$ cat config.mk
export PLATFORM = sky130hd
export DESIGN_NAME = prf_engine
export DESIGN_NICKNAME = d
export VERILOG_FILES = /design/src/rtl/prf_pkg.sv /design/src/rtl/prf_fifo.sv /design/src/rtl/prf_ctrl.sv /design/src/rtl/prf_engine.sv
export SDC_FILE = /design/constraint.sdc
export NUM_CORES = 1
export LEC_CHECK = 0
export BUFFER_PORTS_ARGS = -buffer_cell sky130_fd_sc_hd__buf_2
export CELL_PAD_IN_SITES_DETAIL_PLACEMENT = 0
export CELL_PAD_IN_SITES_GLOBAL_PLACEMENT = 2
export CORE_MARGIN = 1
export CORE_UTILIZATION = 35
export CTS_BUF_LIST = sky130_fd_sc_hd__clkbuf_16
export CTS_CLUSTER_DIAMETER = 200
export DETAILED_ROUTE_END_ITERATION = 8
export PLACE_DENSITY_LB_ADDON = 0.1
export SETUP_SLACK_MARGIN = 0.02
export SYNTH_ARGS = -nofsm -noshare
export SYNTH_HDL_FRONTEND = slang
export SYNTH_HIERARCHICAL = 1
export SYNTH_SLANG_ARGS = --single-unit
$ cat constraint.sdc
create_clock -name clk -period 3.7 [get_ports clk]
set_input_delay 0.185 -clock clk [delete_from_list [all_inputs] [get_ports clk]]
set_output_delay 0.185 -clock clk [all_outputs]
set_load 0.01 [all_outputs]
$ cat src/rtl/prf_pkg.sv
package prf_pkg;

    // Host-visible word addresses
    typedef enum logic [2:0] {
        ADR_CFG  = 3'd0,
        ADR_CNT  = 3'd1,
        ADR_CTRL = 3'd2,
        ADR_STAT = 3'd3,
        ADR_DATA = 3'd4
    } prf_addr_e;

    // Configuration word layout (fixed, bits 31..0)
    typedef struct packed {
        logic [4:0] rsv_hi;
        logic [2:0] csel;
        logic [8:0] rsv_mid;
        logic [6:0] thr;
        logic       en;
        logic [5:0] rsv_lo;
        logic       dir;
    } prf_cfg_t;

endpackage

$ cat src/rtl/prf_fifo.sv
module prf_fifo #(
    parameter int DEPTH = 64,
    parameter int WB    = 4,
    localparam int AW   = $clog2(DEPTH),
    localparam int FW   = $clog2(DEPTH + 1)
) (
    input  logic            clk,
    input  logic            rst_n,
    input  logic            flush_i,
    input  logic            push_i,
    input  logic [7:0]      byte_i,
    input  logic            pop_i,
    output logic [8*WB-1:0] word_o,
    output logic [FW-1:0]   fill_o
);

    typedef struct packed {
        logic [DEPTH-1:0][7:0] mem;
        logic [AW-1:0]         wp;
        logic [AW-1:0]         rp;
        logic [FW-1:0]         fill;
    } fifo_st_t;

    fifo_st_t s_d, s_q;

    always_comb begin
        s_d = s_q;
        if (flush_i) begin
            s_d.wp   = '0;
            s_d.rp   = '0;
            s_d.fill = '0;
        end else begin
            if (push_i) begin
                s_d.mem[s_q.wp] = byte_i;
                s_d.wp          = s_q.wp + AW'(1);
            end
            if (pop_i) begin
                s_d.rp = s_q.rp + AW'(WB);
            end
            s_d.fill = s_q.fill + FW'(push_i) - (pop_i ? FW'(WB) : FW'(0));
        end
    end

    always_ff @(posedge clk or negedge rst_n) begin
        if (!rst_n) s_q <= '0;
        else        s_q <= s_d;
    end

    // Oldest byte lands in the lowest lane
    for (genvar b = 0; b < WB; b++) begin : g_lane
        assign word_o[8*b +: 8] = s_q.mem[s_q.rp + AW'(b)];
    end

    assign fill_o = s_q.fill;

    AST_FILL_BOUND: assert property (@(posedge clk) disable iff (!rst_n)
        s_q.fill <= FW'(DEPTH)) else $error("fill above depth");

    AST_PUSH_HAS_ROOM: assert property (@(posedge clk) disable iff (!rst_n)
        push_i |-> (s_q.fill <= FW'(DEPTH - WB))) else $error("push into tight fifo");

    AST_POP_HAS_DATA: assert property (@(posedge clk) disable iff (!rst_n)
        pop_i |-> (s_q.fill >= FW'(WB))) else $error("pop without a word");

    AST_PUSH_POP_SAME: assert property (@(posedge clk) disable iff (!rst_n)
        (push_i && pop_i && !flush_i) |=> (s_q.fill == $past(s_q.fill) + FW'(1) - FW'(WB)))
        else $error("overlap lost a byte");

endmodule

$ cat src/rtl/prf_ctrl.sv
module prf_ctrl
    import prf_pkg::*;
#(
    parameter int CNT_W   = 14,
    parameter int THR_MAX = 64,
    parameter int WB      = 4,
    parameter int FW      = 7
) (
    input  logic             clk,
    input  logic             rst_n,
    input  logic             wr_cfg_i,
    input  logic             wr_cnt_i,
    input  logic             wr_ctrl_i,
    input  logic             rd_data_i,
    input  logic [31:0]      wdata_i,
    input  logic             push_i,
    input  logic [FW-1:0]    fill_i,
    input  logic [8*WB-1:0]  word_i,
    output prf_cfg_t         cfg_o,
    output logic [CNT_W-1:0] cnt_o,
    output logic [CNT_W-1:0] rem_o,
    output logic             busy_o,
    output logic             udf_o,
    output logic [8*WB-1:0]  last_o,
    output logic             pop_o,
    output logic             flush_o
);

    typedef struct packed {
        prf_cfg_t         cfg;
        logic [CNT_W-1:0] cnt;
        logic [CNT_W-1:0] rem;
        logic             busy;
        logic             udf;
        logic [8*WB-1:0]  last;
    } ctrl_st_t;

    ctrl_st_t s_d, s_q;
    logic     start_acc, stop_req, pop;

    always_comb begin
        s_d       = s_q;
        start_acc = wr_ctrl_i && wdata_i[0] && !s_q.busy && s_q.cfg.en && !s_q.cfg.dir;
        stop_req  = wr_ctrl_i && !wdata_i[0];
        pop       = rd_data_i && (fill_i >= FW'(WB));

        if (wr_cfg_i && (wdata_i[14:8] <= 7'(THR_MAX))) s_d.cfg = prf_cfg_t'(wdata_i);
        if (wr_cnt_i) s_d.cnt = wdata_i[CNT_W-1:0];
        if (push_i && (s_q.rem != '0)) s_d.rem = s_q.rem - CNT_W'(1);
        if (pop) s_d.last = word_i;
        if (rd_data_i && !pop) s_d.udf = 1'b1;
        if (s_q.busy && (s_q.rem == '0) && (fill_i == '0)) s_d.busy = 1'b0;

        if (start_acc) begin
            s_d.busy = 1'b1;
            s_d.rem  = s_q.cnt;
            s_d.udf  = 1'b0;
        end
        if (stop_req) begin
            s_d.busy = 1'b0;
            s_d.rem  = '0;
            s_d.cfg  = '0;
        end
    end

    always_ff @(posedge clk or negedge rst_n) begin
        if (!rst_n) s_q <= '0;
        else        s_q <= s_d;
    end

    assign cfg_o   = s_q.cfg;
    assign cnt_o   = s_q.cnt;
    assign rem_o   = s_q.rem;
    assign busy_o  = s_q.busy;
    assign udf_o   = s_q.udf;
    assign last_o  = s_q.last;
    assign pop_o   = pop;
    assign flush_o = start_acc || stop_req;

    AST_START_REFUSED: assert property (@(posedge clk) disable iff (!rst_n)
        (s_q.busy && (s_q.rem != '0) && wr_ctrl_i && wdata_i[0] && !push_i)
        |=> (s_q.busy && (s_q.rem == $past(s_q.rem)))) else $error("start taken while busy");

    AST_STOP_CLEARS: assert property (@(posedge clk) disable iff (!rst_n)
        (wr_ctrl_i && !wdata_i[0]) |=> (!s_q.busy && (s_q.cfg == '0) && (s_q.rem == '0)))
        else $error("stop left state");

    AST_UDF_STICKY: assert property (@(posedge clk) disable iff (!rst_n)
        (s_q.udf && !(wr_ctrl_i && wdata_i[0])) |=> s_q.udf) else $error("underflow flag dropped");

    AST_THR_LIMIT: assert property (@(posedge clk) disable iff (!rst_n)
        s_q.cfg.thr <= 7'(THR_MAX)) else $error("threshold above limit");

endmodule

$ cat src/rtl/prf_engine.sv
module prf_engine
    import prf_pkg::*;
#(
    parameter int FIFO_DEPTH = 64,
    parameter int CNT_W      = 14,
    localparam int WB        = 4,
    localparam int FW        = $clog2(FIFO_DEPTH + 1)
) (
    input  logic        clk,
    input  logic        rst_n,
    input  logic        host_wr,
    input  logic        host_rd,
    input  logic [2:0]  host_addr,
    input  logic [31:0] host_wdata,
    output logic [31:0] host_rdata,
    output logic        nand_req,
    input  logic        nand_ack,
    input  logic [7:0]  nand_byte,
    output logic [2:0]  nand_cs,
    output logic        thr_hit
);

    prf_cfg_t         cfg;
    logic [CNT_W-1:0] cnt, rem;
    logic             busy, udf, pop, flush, push;
    logic [8*WB-1:0]  head_word, last_word;
    logic [FW-1:0]    fill;
    logic [31:0]      stat_word;

    logic wr_cfg, wr_cnt, wr_ctrl, rd_data;
    assign wr_cfg  = host_wr && (host_addr == ADR_CFG);
    assign wr_cnt  = host_wr && (host_addr == ADR_CNT);
    assign wr_ctrl = host_wr && (host_addr == ADR_CTRL);
    assign rd_data = host_rd && (host_addr == ADR_DATA);

    prf_ctrl #(
        .CNT_W   (CNT_W),
        .THR_MAX (FIFO_DEPTH),
        .WB      (WB),
        .FW      (FW)
    ) u_ctrl (
        .clk       (clk),
        .rst_n     (rst_n),
        .wr_cfg_i  (wr_cfg),
        .wr_cnt_i  (wr_cnt),
        .wr_ctrl_i (wr_ctrl),
        .rd_data_i (rd_data),
        .wdata_i   (host_wdata),
        .push_i    (push),
        .fill_i    (fill),
        .word_i    (head_word),
        .cfg_o     (cfg),
        .cnt_o     (cnt),
        .rem_o     (rem),
        .busy_o    (busy),
        .udf_o     (udf),
        .last_o    (last_word),
        .pop_o     (pop),
        .flush_o   (flush)
    );

    prf_fifo #(
        .DEPTH (FIFO_DEPTH),
        .WB    (WB)
    ) u_fifo (
        .clk     (clk),
        .rst_n   (rst_n),
        .flush_i (flush),
        .push_i  (push),
        .byte_i  (nand_byte),
        .pop_i   (pop),
        .word_o  (head_word),
        .fill_o  (fill)
    );

    // Fetch only while at least one word of room remains
    assign nand_req = busy && (rem != '0) && ((FW'(FIFO_DEPTH) - fill) >= FW'(WB));
    assign push     = nand_req && nand_ack;
    assign nand_cs  = cfg.csel;
    assign thr_hit  = busy && (fill >= FW'(cfg.thr));

    always_comb begin
        stat_word               = '0;
        stat_word[CNT_W-1:0]    = rem;
        stat_word[24 +: FW]     = fill;
        stat_word[31]           = udf;
    end

    always_comb begin
        unique case (host_addr)
            ADR_CFG:  host_rdata = cfg;
            ADR_CNT:  host_rdata = 32'(cnt);
            ADR_CTRL: host_rdata = {31'b0, busy};
            ADR_STAT: host_rdata = stat_word;
            ADR_DATA: host_rdata = (fill >= FW'(WB)) ? head_word : last_word;
            default:  host_rdata = '0;
        endcase
    end

    AST_REQ_NEEDS_BUSY: assert property (@(posedge clk) disable iff (!rst_n)
        nand_req |-> (busy && (rem != '0))) else $error("request while idle");

    AST_DONE_IDLES: assert property (@(posedge clk) disable iff (!rst_n)
        (busy && (rem == '0) && (fill == '0) && !host_wr) |=> !busy) else $error("busy stuck");

endmodule

[After elaboration in Yosys (flattened, before gate mapping)]
Cells that the tools add are included.
Operators by class
  order comparisons: 10
  div/mod/pow operators: 0
  add/sub/neg operators: 9
  reduce and logical (&&, ||, !) cells: 36
  bitwise logic cells: 1
  multiply operators: 0
  multiplexer cells: 24
  shift-type cells: 0
  eq/ne operators: 4
Operators with widths (number)
  bitwise mux 512 bit: 1
  binary-select mux 8 bit (select 6 bit): 4
  one-hot mux 32 bit (5 select lines): 1
  2-to-1 mux 32 bit: 3
  demux 8 bit (select 6 bit): 1
  2-to-1 mux 8 bit: 5
  less-than comparator 6 x 7 -> 1 bit, second input constant: 5
  logical AND 1 bit: 20
  2-to-1 mux 19 bit: 1
  2-to-1 mux 16 bit: 1
  2-to-1 mux 15 bit: 1
  >= comparator 7 x 3 -> 1 bit, second input constant: 2
  zero test 14 bit: 1
  2-to-1 mux 14 bit: 1
  nonzero test 14 bit: 1
  subtractor 14 x 1 -> 14 bit, second input constant: 1
  adder 6 x 1 -> 6 bit, second input constant: 2
  adder 6 x 2 -> 6 bit, second input constant: 2
  2-to-1 mux 6 bit: 2
  nonzero test 2 bit: 4
  adder 7 x 1 -> 7 bit: 1
  >= comparator 7 bit: 1
  <= comparator 7 bit, second input constant: 1
  zero test 7 bit: 1
  other kinds (15): 21
Word-level totals
  bits in latches: 0
  input port bits: 48
  word-level logic and storage cells: 163
  memories: 0
  output and inout bits: 37
  memory bits (writable): 0
  bits in read-only memories: 0
  bits in registers: 625

[Logic depth before layout (Yosys ltp)]
  word-level depth: 9
  mapped depth: 15
  gate-level depth less buffers: 12

[Cells and area by module]
The synthesis kept the hierarchy.
Modules (own cells, without submodules)
  prf_fifo: area an instance 24313.3 µm², cells each 1566, times used 1
  prf_ctrl: area an instance 4192.8 µm², cells each 364, times used 1
  prf_engine: area an instance 1348.8 µm², cells each 216, times used 1

[Worst setup path before layout]
Ideal clock, no wire load.
  kind: input to register
  start: in host_addr[1]
  end: reg u_fifo/s_q[115] (netlist bit)
  setup time: 0.125 ns
  stages: 12
  buffers on the path: 5
  arrival time: 2.942 ns
  path slack: 0.633 ns
  path through: clkbuf_1 clkbuf_1 nor3b_1 o21ai_2 clkinv_1 clkbuf_1 buf_6 and2b_1 nor3b_1 buf_4 nand2_2 mux2_2
On the way
  cells in the longest elaborated chain, start to end: 9
  elaborated cells on any way between the ends: 10
  those cells by class: eq/ne: 1; bitwise: 1; reduce/logical: 8
Ends and longest elaborated chain
  from (decl): RTL line prf_engine.sv:13  | input logic [2:0] host_addr,
  == test 3 x 2 -> 1 bit *: RTL line prf_engine.sv:33  | assign wr_ctrl = host_wr && (host_addr == ADR_CTRL);
  logical AND 1 bit *: RTL line prf_engine.sv:33
  net wr_ctrl: RTL line prf_engine.sv:30  | logic wr_cfg, wr_cnt, wr_ctrl, rd_data;
  logical AND 1 bit (4 in a row): RTL line prf_ctrl.sv:43  | start_acc = wr_ctrl_i && wdata_i[0] && !s_q.busy && s_q.cfg.en && !s_q.cfg.dir;
  logical OR 1 bit *: RTL line prf_ctrl.sv:78  | assign flush_o = start_acc || stop_req;
  net flush: RTL line prf_engine.sv:25  | logic busy, udf, pop, flush, push;
  inverter 1 bit (no line) *
  AND reduction 2 bit (no line) *
  to (signal assigned): RTL line prf_fifo.sv:45  | if (!rst_n) s_q <= '0;
  to (signal assigned): RTL line prf_fifo.sv:46  | else s_q <= s_d;
  to (decl): RTL line prf_fifo.sv:24  | fifo_st_t s_d, s_q;
The timed path passes the listed nets; every way through them passes the cells marked *.
A chain may end at the register's enable or synchronous reset.

[Worst setup path in the final report]
  start: reg u_fifo/s_q[10] (netlist bit)
  end: out host_rdata[6]
On the way
  cells in the longest elaborated chain, start to end: 4
Ends and longest elaborated chain
  binary-select mux 8 bit (select 6 bit): RTL line prf_fifo.sv:51  | assign word_o[8*b +: 8] = s_q.mem[s_q.rp + AW'(b)];
  2-to-1 mux 8 bit (implied by the code): RTL line prf_fifo.sv:51
  net head_word[6]: RTL line prf_engine.sv:26  | logic [8*WB-1:0] head_word, last_word;
  2-to-1 mux 32 bit: RTL line prf_engine.sv:95  | ADR_DATA: host_rdata = (fill >= FW'(WB)) ? head_word : last_word;
  one-hot mux 32 bit (5 select lines): RTL line prf_engine.sv:90  | unique case (host_addr)
  to (decl): RTL line prf_engine.sv:15  | output logic [31:0] host_rdata,
The timed path passes the listed nets, and every way through them passes these cells. The select of a mux whose other input is x is not followed.

==> results.sh <==
export IMPL_via_count=18500
export IMPL_most_common_layout_cells="621 x dfrtp_1, 549 x mux2_2, 129 x mux4_2"
export IMPL_fin_cells=3422
export IMPL_flop_to_flop_setup_slack_ns=0.41
export IMPL_avgViaCountPerCell=5.39
export IMPL_post_synthesis_mux_area_share_pct=31.8
export IMPL_ant_nets=0
export IMPL_layout_area_overhead_vs_synth_pct=14.9
export IMPL_worst_r2r_startpoint="u_fifo/fill_o[3]"
export IMPL_async_reset_ff_share_pct=100
export IMPL_reg2reg_depth=7
export IMPL_drtIter0Drc=991
export IMPL_post_synth_num_cell_types=78
export IMPL_multiInputGateArea_sq_um=13400
export IMPL_global_route_usage_total_pct=19.8
export IMPL_tritoncts="yes"
export IMPL_setup_tns_final_ns=0
export IMPL_post_synth_fa_ha_maj_area_fraction_pct=0.796
export IMPL_switching_share_pct=30.0
export IMPL_worstSetupEndpointType="primary output"
export IMPL_start_util_pct=35.5
export IMPL_fp_dieArea_sq_um=86500
export IMPL_synthesized_area_fraction_occupied_by_ao_oa_aoi_and_oai_cells_pct=5.62
export IMPL_required_ns=3.51
export IMPL_drv_cap=0
export IMPL_arrival_ns=3.29
export IMPL_leakage_nw=16.1
export IMPL_yosys_warnings=6
export IMPL_synth_area_per_cell_sq_um=13.9
export IMPL_holdPathEnd="u_ctrl/rem_o[5]"
export IMPL_yosysTopAreaCellShare_pct=52.2
export IMPL_die_height_microns=294
export IMPL_grt_overflow=0
export IMPL_setup_repair_after_global_routing_missed_its_margin="no"
export IMPL_seq_area_sq_um=15600
export IMPL_totalPowerFinal_mw=18.4
export IMPL_insertion_delay_ns=0.61
export IMPL_layout_drive_gt1_share_pct=44.3
export IMPL_synth_seq_cells=623
export IMPL_drc=0
export IMPL_worst_setup_hold_path_clk_slew_ns=0.06
export IMPL_p_int_mw=12.9
export IMPL_path_max_fanout=52
export IMPL_syn_inst=2146
export IMPL_cell_depth_of_the_worst_min_delay_path=4
export IMPL_yosys_area_top_type="dfrtp_1"
export IMPL_layout_nets=2301
export IMPL_maxSlewViolCount=0
export IMPL_placed_cells_incl_taps=3253
export IMPL_max_slew_worst_pin_slew_ns=1.24
export IMPL_power_frac_comb_pct=20.6
export IMPL_max_freq_mhz=288
export IMPL_yosys_area_share_xor_xnor_pct=0.293
export IMPL_timing_final_crit_period_ns=3.48
export IMPL_placement_rows=106
export IMPL_core_sq_um=84100
export IMPL_antenna_cells=0
export IMPL_synth_edff_count=0
export IMPL_layout_cells_most_common="dfrtp_1"
export IMPL_power_per_cell_area_nw_per_um2=538
export IMPL_r2r_end="u_fifo/s_q[147]"
export IMPL_setup_violations_final=0
export IMPL_grt_max_degree=91
export IMPL_synth_area_sq_um=29900
export IMPL_p_clk_share_pct=38.2
export IMPL_finished_core_util_pct=40.8
export IMPL_synth_top_flop_cell="dfrtp_1"
export IMPL_cts_root_buffer_cell="clkbuf_16"
export IMPL_critical_path_class="reg -> out"
export IMPL_place_gp_congestion=0.776
export IMPL_via_count_of_the_first_global_routing_pass=19500
export IMPL_fp_dieW_microns=294
export IMPL_clk_skew_ns=0.0168
export IMPL_synth_seq_area_share_pct=52.2
export IMPL_route_detailed_wl_per_inst_microns=24.6
export IMPL_grt_first_pass_wirelength_mm=129
export IMPL_routed_wl_mm=84.1
export IMPL_synth_simple_gate_area_share_pct=6.21
export IMPL_worst_min_delay_path_startpoint="host_addr[0]"
export IMPL_cts_max_path_buffers=3
export IMPL_slew_limit_headroom_pct=17.5
export IMPL_worst_ir_drop_vdd_uv=344
export IMPL_cts_inserted_buffers=73
export IMPL_placement_io_buffers=84
export IMPL_p_sw_mw=5.54
export IMPL_seq_power_share_pct=41.2
export IMPL_floorplan_io_pins=85
export IMPL_finalCritPeriodShare_pct=94.0
export IMPL_synth_nets=2213
export IMPL_dr_pass1_iters=4
export IMPL_post_cts_resize_count=0
export IMPL_status="finished, final reports clean"
export IMPL_final_hold_viol_count=0
export IMPL_clock_sinks=623
export IMPL_synth_top_family_by_area="multiplexers"
export IMPL_holdCritPathClass="in -> reg"
export IMPL_fillerInstances=7891
export IMPL_startpoint_type="register"
export IMPL_place_detailed_hpwl_mm=56.0
export IMPL_dominant_cells_by_area_after_synthesis="dfrtp_1 52%, mux2_2 21%, mux4_2 9.7%"
export IMPL_number_of_h_tree_levels=3
export IMPL_antenna_found_initial=0
## power groups by stage
stage               Combinational, mW  Clock (mW)  Sequential, mW
finish                           3.79        7.05            7.60
global route                     4.15        7.55            7.66
CTS                              3.88        7.29            7.61
detailed placement               3.69           0            7.78
global placement                 3.68           0            7.76
floorplan                        2.66           0            7.50
## cells in the mapped netlist, types with 25 or more instances
master,number
nand3_1,40
mux4_2,129
mux2_2,549
nor2_1,43
a21oi_1,52
o21ai_0,54
nor2_4,25
mux2i_1,31
nand2_1,94
buf_2,27
clkbuf_1,114
a22oi_1,65
dfrtp_1,623
## critical path: stages, from the launching register on
cell	delay [ns]
dfrtp_4	0.64
buf_12	0.36
mux4_2	0.42
a22oi_1	0.38
nand2_1	0.15
mux2i_1	0.26
o22ai_1	0.19
buf_2	0.22
## state kept, by name (all words and copies together) (netlist names)
name and count:
u_fifo/fill_o 7, u_fifo/s_q 522, u_ctrl/rem_o 14, u_ctrl/last_o 32, u_ctrl/cnt_o 14, u_ctrl/udf_o 1, u_ctrl/cfg_o 32, u_ctrl/busy_o 1
## through the flow
stage	cell area (sq um)	setup slack, ns	hold slack (ns)
floorplan	29900	0.633	-0.111
global placement	31600	0.439	0.310
detailed placement	31600	0.422	0.321
CTS	34300	0.185	0.0732
global route	34300	0.0746	0.131
finish	34300	0.223	0.117
## what timing repair did
| action | 4_1_cts | 5_1_grt |
|---|---|---|
| hold buffers | 34 | 0 |
| setup buffers | 6 | 0 |
| setup endpoints to repair | 7 | 0 |
| hold endpoints to repair | 125 | 0 |
## per-layer routing
layer	share of wire [%]	global-route usage, %
met5	0	0
met4	1.9	4.41
met2	47	31.9
met3	3.4	2.85
met1	47	28.3
## layout make-up
| type | count | share of cell area (%) |
|---|---|---|
| timing repair buffer | 190 | 4.38 |
| multi-input combinational | 1324 | 39.1 |
| inverter | 22 | 0.241 |
| sequential | 623 | 45.5 |
| tap | 1134 | 4.14 |
| clock inverter | 55 | 1.33 |
| clock buffer | 74 | 5.40 |
## how the worst max path moves through the flow
stage / start / end / depth (start not counted)
finish: u_fifo/s_q[10] / host_rdata[6] / 7
global route: u_fifo/s_q[10] / host_rdata[7] / 7
CTS: u_fifo/s_q[10] / host_rdata[12] / 7
detailed placement: u_ctrl/rem_o[13] / u_fifo/s_q[153] / 8
global placement: u_ctrl/rem_o[2] / u_fifo/s_q[149] / 8
floorplan: host_addr[1] / u_fifo/s_q[115] / 12
## logic make-up (layout without fill, tap and decap cells)
group | Yosys count | in the layout
compound gates | 253 | 253
xor+xnor | 10 | 10
fa+ha+maj | 19 | 19
buf+inv | 199 | 341
flops | 623 | 623
mux | 718 | 718
simple gates | 324 | 324
(Power assumes the default switching activity.)
